[config.mk]
export PLATFORM = sky130hd
export DESIGN_NAME = burst_sram
export DESIGN_NICKNAME = d
export VERILOG_FILES = /design/src/rtl/bsr_pkg.sv /design/src/rtl/bsr_burst_seq.sv /design/src/rtl/bsr_lane_array.sv /design/src/rtl/bsr_out_stage.sv /design/src/rtl/burst_sram.sv
export SDC_FILE = /design/constraint.sdc
export NUM_CORES = 2
export LEC_CHECK = 0
export BUFFER_PORTS_ARGS = -buffer_cell sky130_fd_sc_hd__clkbuf_2
export CAP_MARGIN = 20
export CORE_MARGIN = 2
export CORE_UTILIZATION = 35
export DETAILED_ROUTE_END_ITERATION = 7
export PLACE_DENSITY_LB_ADDON = 0.08
export SETUP_SLACK_MARGIN = 0.05
export SKIP_LAST_GASP = 1
export SLEW_MARGIN = 0
export SYNTH_ARGS = -nofsm -noshare
export SYNTH_HDL_FRONTEND = slang
export SYNTH_SLANG_ARGS = --single-unit
[constraint.sdc]
create_clock -name clk -period 10.7 [get_ports clk]
set_clock_uncertainty 0.2 [all_clocks]
set_input_delay 2.14 -clock clk [delete_from_list [all_inputs] [get_ports clk]]
set_output_delay 2.14 -clock clk [all_outputs]
set_load 0.05 [all_outputs]
[src/rtl/bsr_pkg.sv]
`timescale 1ns/1ps
package bsr_pkg;

    typedef enum logic {S_IDLE, S_BURST} st_t;

    // Low two address bits of a beat from the start bits and beat count.
    function automatic logic [1:0] beat_lo(input logic [1:0] b,
                                           input logic [1:0] c,
                                           input logic       lin);
        return lin ? (b + c) : (b ^ c);
    endfunction

endpackage

[src/rtl/bsr_burst_seq.sv]
`timescale 1ns/1ps
module bsr_burst_seq #(
    parameter int AW = 6
) (
    input  logic          clk,
    input  logic          rst_n,
    input  logic          load,
    input  logic          step,
    input  logic          linear,
    input  logic [AW-1:0] addr_in,
    output logic [AW-1:0] cur_addr,
    output logic [1:0]    base_lo
);
    logic [AW-1:0] base_q;
    logic [1:0]    cnt_q;

    always_ff @(posedge clk or negedge rst_n) begin
        if (!rst_n) begin
            base_q <= '0;
            cnt_q  <= '0;
        end else if (load) begin
            base_q <= addr_in;
            cnt_q  <= '0;
        end else if (step) begin
            cnt_q  <= cnt_q + 2'd1;
        end
    end

    assign cur_addr = {base_q[AW-1:2], bsr_pkg::beat_lo(base_q[1:0], cnt_q, linear)};
    assign base_lo  = base_q[1:0];
endmodule

[src/rtl/bsr_lane_array.sv]
`timescale 1ns/1ps
module bsr_lane_array #(
    parameter int AW    = 6,
    parameter int LANES = 8
) (
    input  logic               clk,
    input  logic [LANES-1:0]   we,
    input  logic [AW-1:0]      addr,
    input  logic [LANES*8-1:0] wdata,
    output logic [LANES*8-1:0] rdata
);
    localparam int DEPTH = 1 << AW;

    for (genvar g = 0; g < LANES; g++) begin : g_lane
        logic [7:0] cells [DEPTH];

        always_ff @(posedge clk) begin
            if (we[g]) cells[addr] <= wdata[8*g +: 8];
        end

        assign rdata[8*g +: 8] = cells[addr];
    end
endmodule

[src/rtl/bsr_out_stage.sv]
`timescale 1ns/1ps
module bsr_out_stage #(
    parameter int DW = 64
) (
    input  logic          clk,
    input  logic          rst_n,
    input  logic          flow_n,
    input  logic          oe_n,
    input  logic          live,
    input  logic [DW-1:0] core_data,
    output logic [DW-1:0] rdata,
    output logic          rvalid
);
    logic          pipe_v;
    logic [DW-1:0] pipe_d;
    logic          raw_v;
    logic [DW-1:0] raw_d;

    always_ff @(posedge clk or negedge rst_n) begin
        if (!rst_n) begin
            pipe_v <= 1'b0;
            pipe_d <= '0;
        end else begin
            pipe_v <= live;
            pipe_d <= core_data;
        end
    end

    assign raw_v  = flow_n ? pipe_v : live;
    assign raw_d  = flow_n ? pipe_d : core_data;
    assign rvalid = raw_v & ~oe_n;
    assign rdata  = rvalid ? raw_d : '0;
endmodule

[src/rtl/burst_sram.sv]
`timescale 1ns/1ps
module burst_sram #(
    parameter int AW    = 6,
    parameter int LANES = 8
) (
    input  logic               clk,
    input  logic               rst_n,
    input  logic [AW-1:0]      addr,
    input  logic               cs_hi,
    input  logic               cs_lo_a_n,
    input  logic               cs_lo_b_n,
    input  logic               strobe_n,
    input  logic               adv_n,
    input  logic               gwe_n,
    input  logic               bwe_n,
    input  logic [LANES-1:0]   lane_we_n,
    input  logic               flow_n,
    input  logic               seq_linear,
    input  logic               oe_n,
    input  logic [LANES*8-1:0] wdata,
    output logic [LANES*8-1:0] rdata,
    output logic               rvalid
);
    localparam int DW = LANES * 8;

    bsr_pkg::st_t     st, st_nxt;
    logic             ce_ok, start, desel, wr_req;
    logic             load, step, rd_live;
    logic [LANES-1:0] lane_mask;
    logic [AW-1:0]    cur_addr;
    logic [1:0]       base_lo;
    logic [DW-1:0]    core_rd;

    assign ce_ok  = cs_hi & ~cs_lo_a_n & ~cs_lo_b_n;
    assign start  = ~strobe_n & ce_ok;
    assign desel  = ~strobe_n & ~ce_ok;
    assign wr_req = ~gwe_n | ~bwe_n;

    // State register
    always_ff @(posedge clk or negedge rst_n) begin
        if (!rst_n) st <= bsr_pkg::S_IDLE;
        else        st <= st_nxt;
    end

    // Transitions: open, close, restart, beat
    always_comb begin
        st_nxt = st;
        unique case (st)
            bsr_pkg::S_IDLE:  if (start) st_nxt = bsr_pkg::S_BURST;
            bsr_pkg::S_BURST: if (desel) st_nxt = bsr_pkg::S_IDLE;
        endcase
    end

    // Per-state outputs
    always_comb begin
        load      = start;
        step      = 1'b0;
        rd_live   = 1'b0;
        lane_mask = '0;
        unique case (st)
            bsr_pkg::S_IDLE: ;
            bsr_pkg::S_BURST: begin
                step    = strobe_n & ~adv_n;
                rd_live = ~wr_req;
                if (!gwe_n)      lane_mask = '1;
                else if (!bwe_n) lane_mask = ~lane_we_n;
            end
        endcase
    end

    bsr_burst_seq #(.AW(AW)) u_seq (
        .clk      (clk),
        .rst_n    (rst_n),
        .load     (load),
        .step     (step),
        .linear   (seq_linear),
        .addr_in  (addr),
        .cur_addr (cur_addr),
        .base_lo  (base_lo)
    );

    bsr_lane_array #(.AW(AW), .LANES(LANES)) u_arr (
        .clk   (clk),
        .we    (lane_mask),
        .addr  (cur_addr),
        .wdata (wdata),
        .rdata (core_rd)
    );

    bsr_out_stage #(.DW(DW)) u_out (
        .clk       (clk),
        .rst_n     (rst_n),
        .flow_n    (flow_n),
        .oe_n      (oe_n),
        .live      (rd_live),
        .core_data (core_rd),
        .rdata     (rdata),
        .rvalid    (rvalid)
    );
endmodule

Word-level counts from Yosys, hierarchy flattened --
Memory sizes are Yosys's and may differ from the RTL's. Index checks and enable logic that the tools add are counted.
Storage, ports and cells: RAM bits 4096, word-level logic and storage cells 65, output and inout bits 65, register bits after elaboration 74, memories kept 8
Memories:
- u_arr.g_lane[0].cells | words 64, bits a word 8, rd ports 1, clocked after Yosys merged registers in 0, wr ports 1, line bsr_lane_array.sv:15 | logic [7:0] cells [DEPTH];
- u_arr.g_lane[1].cells | words 64, bits a word 8, rd ports 1, clocked after Yosys merged registers in 0, wr ports 1, line bsr_lane_array.sv:15
- u_arr.g_lane[2].cells | words 64, bits a word 8, rd ports 1, clocked after Yosys merged registers in 0, wr ports 1, line bsr_lane_array.sv:15
- u_arr.g_lane[3].cells | words 64, bits a word 8, rd ports 1, clocked after Yosys merged registers in 0, wr ports 1, line bsr_lane_array.sv:15
- u_arr.g_lane[4].cells | words 64, bits a word 8, rd ports 1, clocked after Yosys merged registers in 0, wr ports 1, line bsr_lane_array.sv:15
- u_arr.g_lane[5].cells | words 64, bits a word 8, rd ports 1, clocked after Yosys merged registers in 0, wr ports 1, line bsr_lane_array.sv:15
- +2 memories
Cells by class: muxes and demuxes 30, $add $sub $neg 2, reduce and logical (&&, ||, !) cells 1, bitwise gates (word level) 19
Operators by type and width (number):
- 64-bit 2-to-1 mux | 2
- 8-bit 2-to-1 mux | 3
- 1-bit 2-to-1 mux | 21
- 1-bit NOT | 10
- 8-bit NOT | 1
- 1-bit bitwise AND | 6
- 2-bit 2-to-1 mux | 3
- 2-bit by 1-bit adder with 2-bit output, second input constant | 1
- 2-bit adder | 1
- 1-bit one-hot mux with 2 select lines | 1
- 2-bit nonzero test | 1
- 2-bit bitwise XOR | 1
- 1-bit OR | 1

Logic depth before layout (Yosys ltp) --
depth after elaboration 7, gate-level depth with buffers 15

Hierarchy --
Synthesis repeated with hierarchy kept, for this count alone.
Unflattened totals: cell total of the unflattened synthesis 9425, area total of the unflattened synthesis 160343.8 um^2
By module, submodules not included:
- bsr_lane_array | instances 1, cells each 9090, area each 156450.0 um^2
- bsr_out_stage | instances 1, cells each 289, area each 3364.5 um^2
- bsr_burst_seq | instances 1, cells each 24, area each 370.4 um^2
- burst_sram | instances 1, cells each 22, area each 158.9 um^2

Least setup slack after synthesis --
OpenSTA, ideal clock, no wires.
kind input -> output, start input port seq_linear, end output port rdata[7], slack 3.250 ns, path buffers 3, arrival 5.110 ns, cell stages on the path 10, cell sequence and2_1 > xnor2_4 > buf_4 > buf_6 > buf_2 > nand2_1 > nand3_1 > nand3_1 > or4_1 > o31ai_1
On the way: cells in the longest elaborated chain, start to end 4
RTL lines:
- start: declaration | line burst_sram.sv:18 | input logic seq_linear,
- 2-bit 2-to-1 mux | line bsr_pkg.sv:10 | return lin ? (b + c) : (b ^ c);
- memory 64 x 8 bit
- 64-bit 2-to-1 mux | line bsr_out_stage.sv:30 | assign raw_d = flow_n ? pipe_d : core_data;
- 64-bit 2-to-1 mux | line bsr_out_stage.sv:32 | assign rdata = rvalid ? raw_d : '0;
- end: declaration | line burst_sram.sv:21 | output logic [LANES*8-1:0] rdata,
No other way between the ends.

Worst setup path in the final report --
start input port seq_linear, end output port rdata[4]
The elaborated chain is that of the path after synthesis.

==> results.yml <==
run_status:
  run_status: "finished, final reports clean"
place:
  dp_hpwl_mm: 379.2
  placedInstanceArea_um2: 171300
  buffer_ports.inserted: 154
  routabilityCongestion: 0.8251
clock_tree:
  tritoncts_num_sinks: 4170
  htree_levels: 5
  numCtsBuffers: 457
  cts_hold_buffers: 0
  clock_insertion_delay_worst_skew_ns: 1.03
  postCtsResizedCells: 0
  cts_tree: "built"
  cts.reportedPaths.clkPinSlew_ns: 0.06
  ctsRootBufferMaster: "sky130_fd_sc_hd__clkbuf_16"
  max-clock-path-buffers: 4
  cts_post_setup_buffers_inserted: 0
die:
  design.portCount: 155
  floorplan.core_area_um2: 459800
  die_w_um: 683.5
  die_area_um2: 467200
  chipHeight_um: 683.5
  std_cell_rows: 249
  initial_core_util_pct: 35.14
worst_setup_path:
  maximum_fanout_along_the_worst_path: 57
  kind_of_end_point_of_the_critical_path: "output pin"
  slowest_delay_ns: 1.21
  cp_slowest_cell: "sky130_fd_sc_hd__nor4_1"
  cell_by_cell_trace_of_the_critical_path: "clkbuf_2 > and2_1 > xnor2_4 > buf_12 > buf_12 > buf_4 > nand2_1 > nand3_1 > nand4_1 > nor4_1 > nand3_1 > nand2_1 > clkbuf_2"
  worstPathArrival_ns: 7.10
  timing.critical_path.from_type: "input pin"
  cp_data_required_time_ns: 8.36
  critical_path_class: "in2out"
run:
  drv_cap: 0
global_routing:
  global_route.overflow_total: 0
  grt_pass1_wl_mm: 811.2
  top_usage_layer: "met2"
  pin_count_of_the_biggest_net_entering_global_routing: 115
  vias_in_the_first_global_route: 89240
  number_of_antenna_violations_at_the_first_check_in_global_routing: 83
  groute.layer.met1.usage_pct: 35.81
  global_routing_usage_on_met3_pct: 4.414
  grt_use_total_pct: 25.39
  grt_util_met2_pct: 39.59
final_layout:
  final_cell_mix: "sky130_fd_sc_hd__edfxtp_1 (4096), sky130_fd_sc_hd__nand2_1 (1457), sky130_fd_sc_hd__nor2_1 (668)"
  nNetsFinal: 9765
  fin_area_um2: 186100
  final_common_cell: "sky130_fd_sc_hd__edfxtp_1"
  synthToLayoutAreaGrowth_pct: 15.18
  layout_cells_sized_above_1_pct: 19.01
yosys:
  muxShareOfSynthArea_pct: 10.71
  mappedNetlistNets: 9312
  seq_area_frac_synth_pct: 77.25
  netlist_instances: 9221
  synth_fa_ha_area_share_pct: 0.007742
  proportion_of_register_bits_with_asynchronous_set_or_reset_after_synthesis_pct: 1.775
  synth-compound-area-share_pct: 2.663
  synth.top_cells.by_area: "sky130_fd_sc_hd__edfxtp_1 (76%), sky130_fd_sc_hd__mux4_2 (8.5%), sky130_fd_sc_hd__nand2_1 (3.5%), sky130_fd_sc_hd__mux2i_1 (2.2%), sky130_fd_sc_hd__nand3_1 (1.7%)"
  yosys_warnings: 0
  synth_enable_flop_cells: 4096
  synth.top_cell.area_share_pct: 76.11
  synth_area_um2: 161600
  synth-seq-cells: 4170
  synth_top_area_cell: "sky130_fd_sc_hd__edfxtp_1"
  syn_area_per_cell_um2: 17.53
  synth_ff_type: "sky130_fd_sc_hd__edfxtp_1"
  synth.lib_cells_used.distinct: 63
  synth_simple_gate_area_share_pct: 7.717
  synthXorXnorAreaFrac_pct: 0.06039
  main_combinational_cell_family_by_area_after_synthesis: "multiplexers"
timing:
  timing_max_transition_violations_final: 0
  max-slew-margin-rel_pct: 12.56
  fmaxAchievable_mhz: 106.0
  worst_slew_pin_slew_ns: 1.300
  finalHoldViolCount: 0
  final.setup.tns_ns: 0
  layout_worst_path_cycle_share_pct: 88.18
  timing.final.crit_period_ns: 9.435
  grt_setup_unrepaired: "false"
  setup-violations-final: 0
detailed_routing:
  drtPass1Iterations: 6
  drt_first_iter_violations: 12530
  routed_length_per_placed_instance_um: 37.23
  antenna_left: 0
  route.vias.total: 91690
  drcViolationCount: 0
  routed_via_density: 5.637
  drt-total-wl_mm: 605.6
pwr:
  peakVddDrop_uv: 198.5
  power_per_cell_area_nw_per_um2: 240.6
  leakage_nw: 59.33
hold_path:
  hold_class: "reg2reg"
==> sequential cells by signal, summed over array words and instances (netlist names), named ones only <==
signal	flops
u_seq.base_q	6
u_seq.cnt_q	2
u_arr.g_lane.cells	4096
u_out.pipe_d	64
u_out.pipe_v	1
==> final cells by class <==
class | count | area, µm²
flip-flops and latches | 4170 | 124900
diodes | 47 | 117.6
inverters | 3 | 12.51
clock inverters | 260 | 2222
multi-input cells | 4495 | 34510
well taps | 6149 | 7694
clock buffers | 594 | 12340
fillers | 41640 | 273700
repair buffers | 547 | 4398
==> logic make-up after synthesis <==
family	count (synthesis)
muxes	966
buffers and inverters	556
xor gates and xnor gates	6
AOI/OAI and AO/OA	577
DFF	4170
and+or+nand+nor	2945
adders and majority gates	1
==> worst max-delay path: cells and delay by family <==
kind / cells / cell delay, ns
xor gates and xnor gates: 1 / 0.81
and+or+nand+nor: 7 / 2.64
buffers and inverters: 5 / 1.38
==> final timing paths <==
check / start / to / slack, ns / cells past startpoint
max reg2reg: u_seq.cnt_q[0] / u_arr.g_lane[7].cells[35][4] / 4.87 / 9
min: u_seq.base_q[0] / u_seq.base_q[0] / 0.39 / 1
max in group asynchronous: rst_n / u_out.pipe_d[22] / 8.28 / 2
min in group asynchronous: rst_n / u_out.pipe_d[60] / 0.80 / 1
max: seq_linear / rdata[4] / 1.26 / 13
min reg2reg: u_seq.base_q[0] / u_seq.base_q[0] / 0.39 / 1
==> power breakdown <==
part,total [mW],switching (mW),internal (mW)
registers,18.2,0.0902,18.1
logic,11.0,7.33,3.70
clock network,15.5,6.64,8.89
==> Yosys cell counts (3+ instances only) <==
library cell and count:
sky130_fd_sc_hd__a22o_1 20, sky130_fd_sc_hd__o22ai_1 40, sky130_fd_sc_hd__nand4b_1 7, sky130_fd_sc_hd__nand2b_1 10, sky130_fd_sc_hd__buf_1 37, sky130_fd_sc_hd__nand4_1 46
sky130_fd_sc_hd__a21oi_1 16, sky130_fd_sc_hd__a31o_1 6, sky130_fd_sc_hd__a211oi_1 7, sky130_fd_sc_hd__o211ai_1 8, sky130_fd_sc_hd__buf_4 55, sky130_fd_sc_hd__or4_1 22
sky130_fd_sc_hd__a41oi_1 4, sky130_fd_sc_hd__o21ai_0 20, sky130_fd_sc_hd__nor3_1 32, sky130_fd_sc_hd__nor4b_1 4, sky130_fd_sc_hd__buf_2 179, sky130_fd_sc_hd__nand3_1 538
sky130_fd_sc_hd__a32o_1 4, sky130_fd_sc_hd__dfrtp_1 74, sky130_fd_sc_hd__a2bb2oi_1 7, sky130_fd_sc_hd__o2bb2ai_1 24, sky130_fd_sc_hd__mux2_2 7, sky130_fd_sc_hd__edfxtp_1 4096
sky130_fd_sc_hd__o2111ai_1 4, sky130_fd_sc_hd__nor4_2 22, sky130_fd_sc_hd__a221oi_1 6, sky130_fd_sc_hd__a22oi_1 33, sky130_fd_sc_hd__a32oi_1 179, sky130_fd_sc_hd__nor4_1 33
sky130_fd_sc_hd__o22a_1 10, sky130_fd_sc_hd__mux2i_1 349, sky130_fd_sc_hd__buf_6 6, sky130_fd_sc_hd__mux4_2 610, sky130_fd_sc_hd__and2_1 20, sky130_fd_sc_hd__nand3b_1 3
sky130_fd_sc_hd__and3_1 20, sky130_fd_sc_hd__nand2_1 1496, sky130_fd_sc_hd__nor2_1 680, sky130_fd_sc_hd__o21ai_1 7, sky130_fd_sc_hd__nor2b_1 4, sky130_fd_sc_hd__clkbuf_1 276
sky130_fd_sc_hd__a31oi_1 172
==> per-layer routing <==
layer	vias to the layer above	wire, µm
met5	-	121
li1	37250	-
met2	4063	278800
met4	18	24000
met3	800	44850
met1	49570	257900
==> per-stage QoR <==
step / instances / power (mW) / setup WS (ns) / utilization, % / hold slack (ns)
after floorplan: 9221 / 25.03 / 3.250 / - / 0.2875
after global placement: 15300 / 29.65 / 1.430 / 37.14 / 0.3717
after detailed placement: 15340 / 29.68 / 1.443 / 37.24 / 0.3759
after CTS: 16200 / 45.13 / 1.431 / 40.41 / 0.3888
after global routing: 16220 / 46.19 / 1.352 / 40.46 / 0.4223
final: 16270 / 44.78 / 1.265 / 40.48 / 0.3858
No activity file was read; power rests on OpenSTA's default activity.
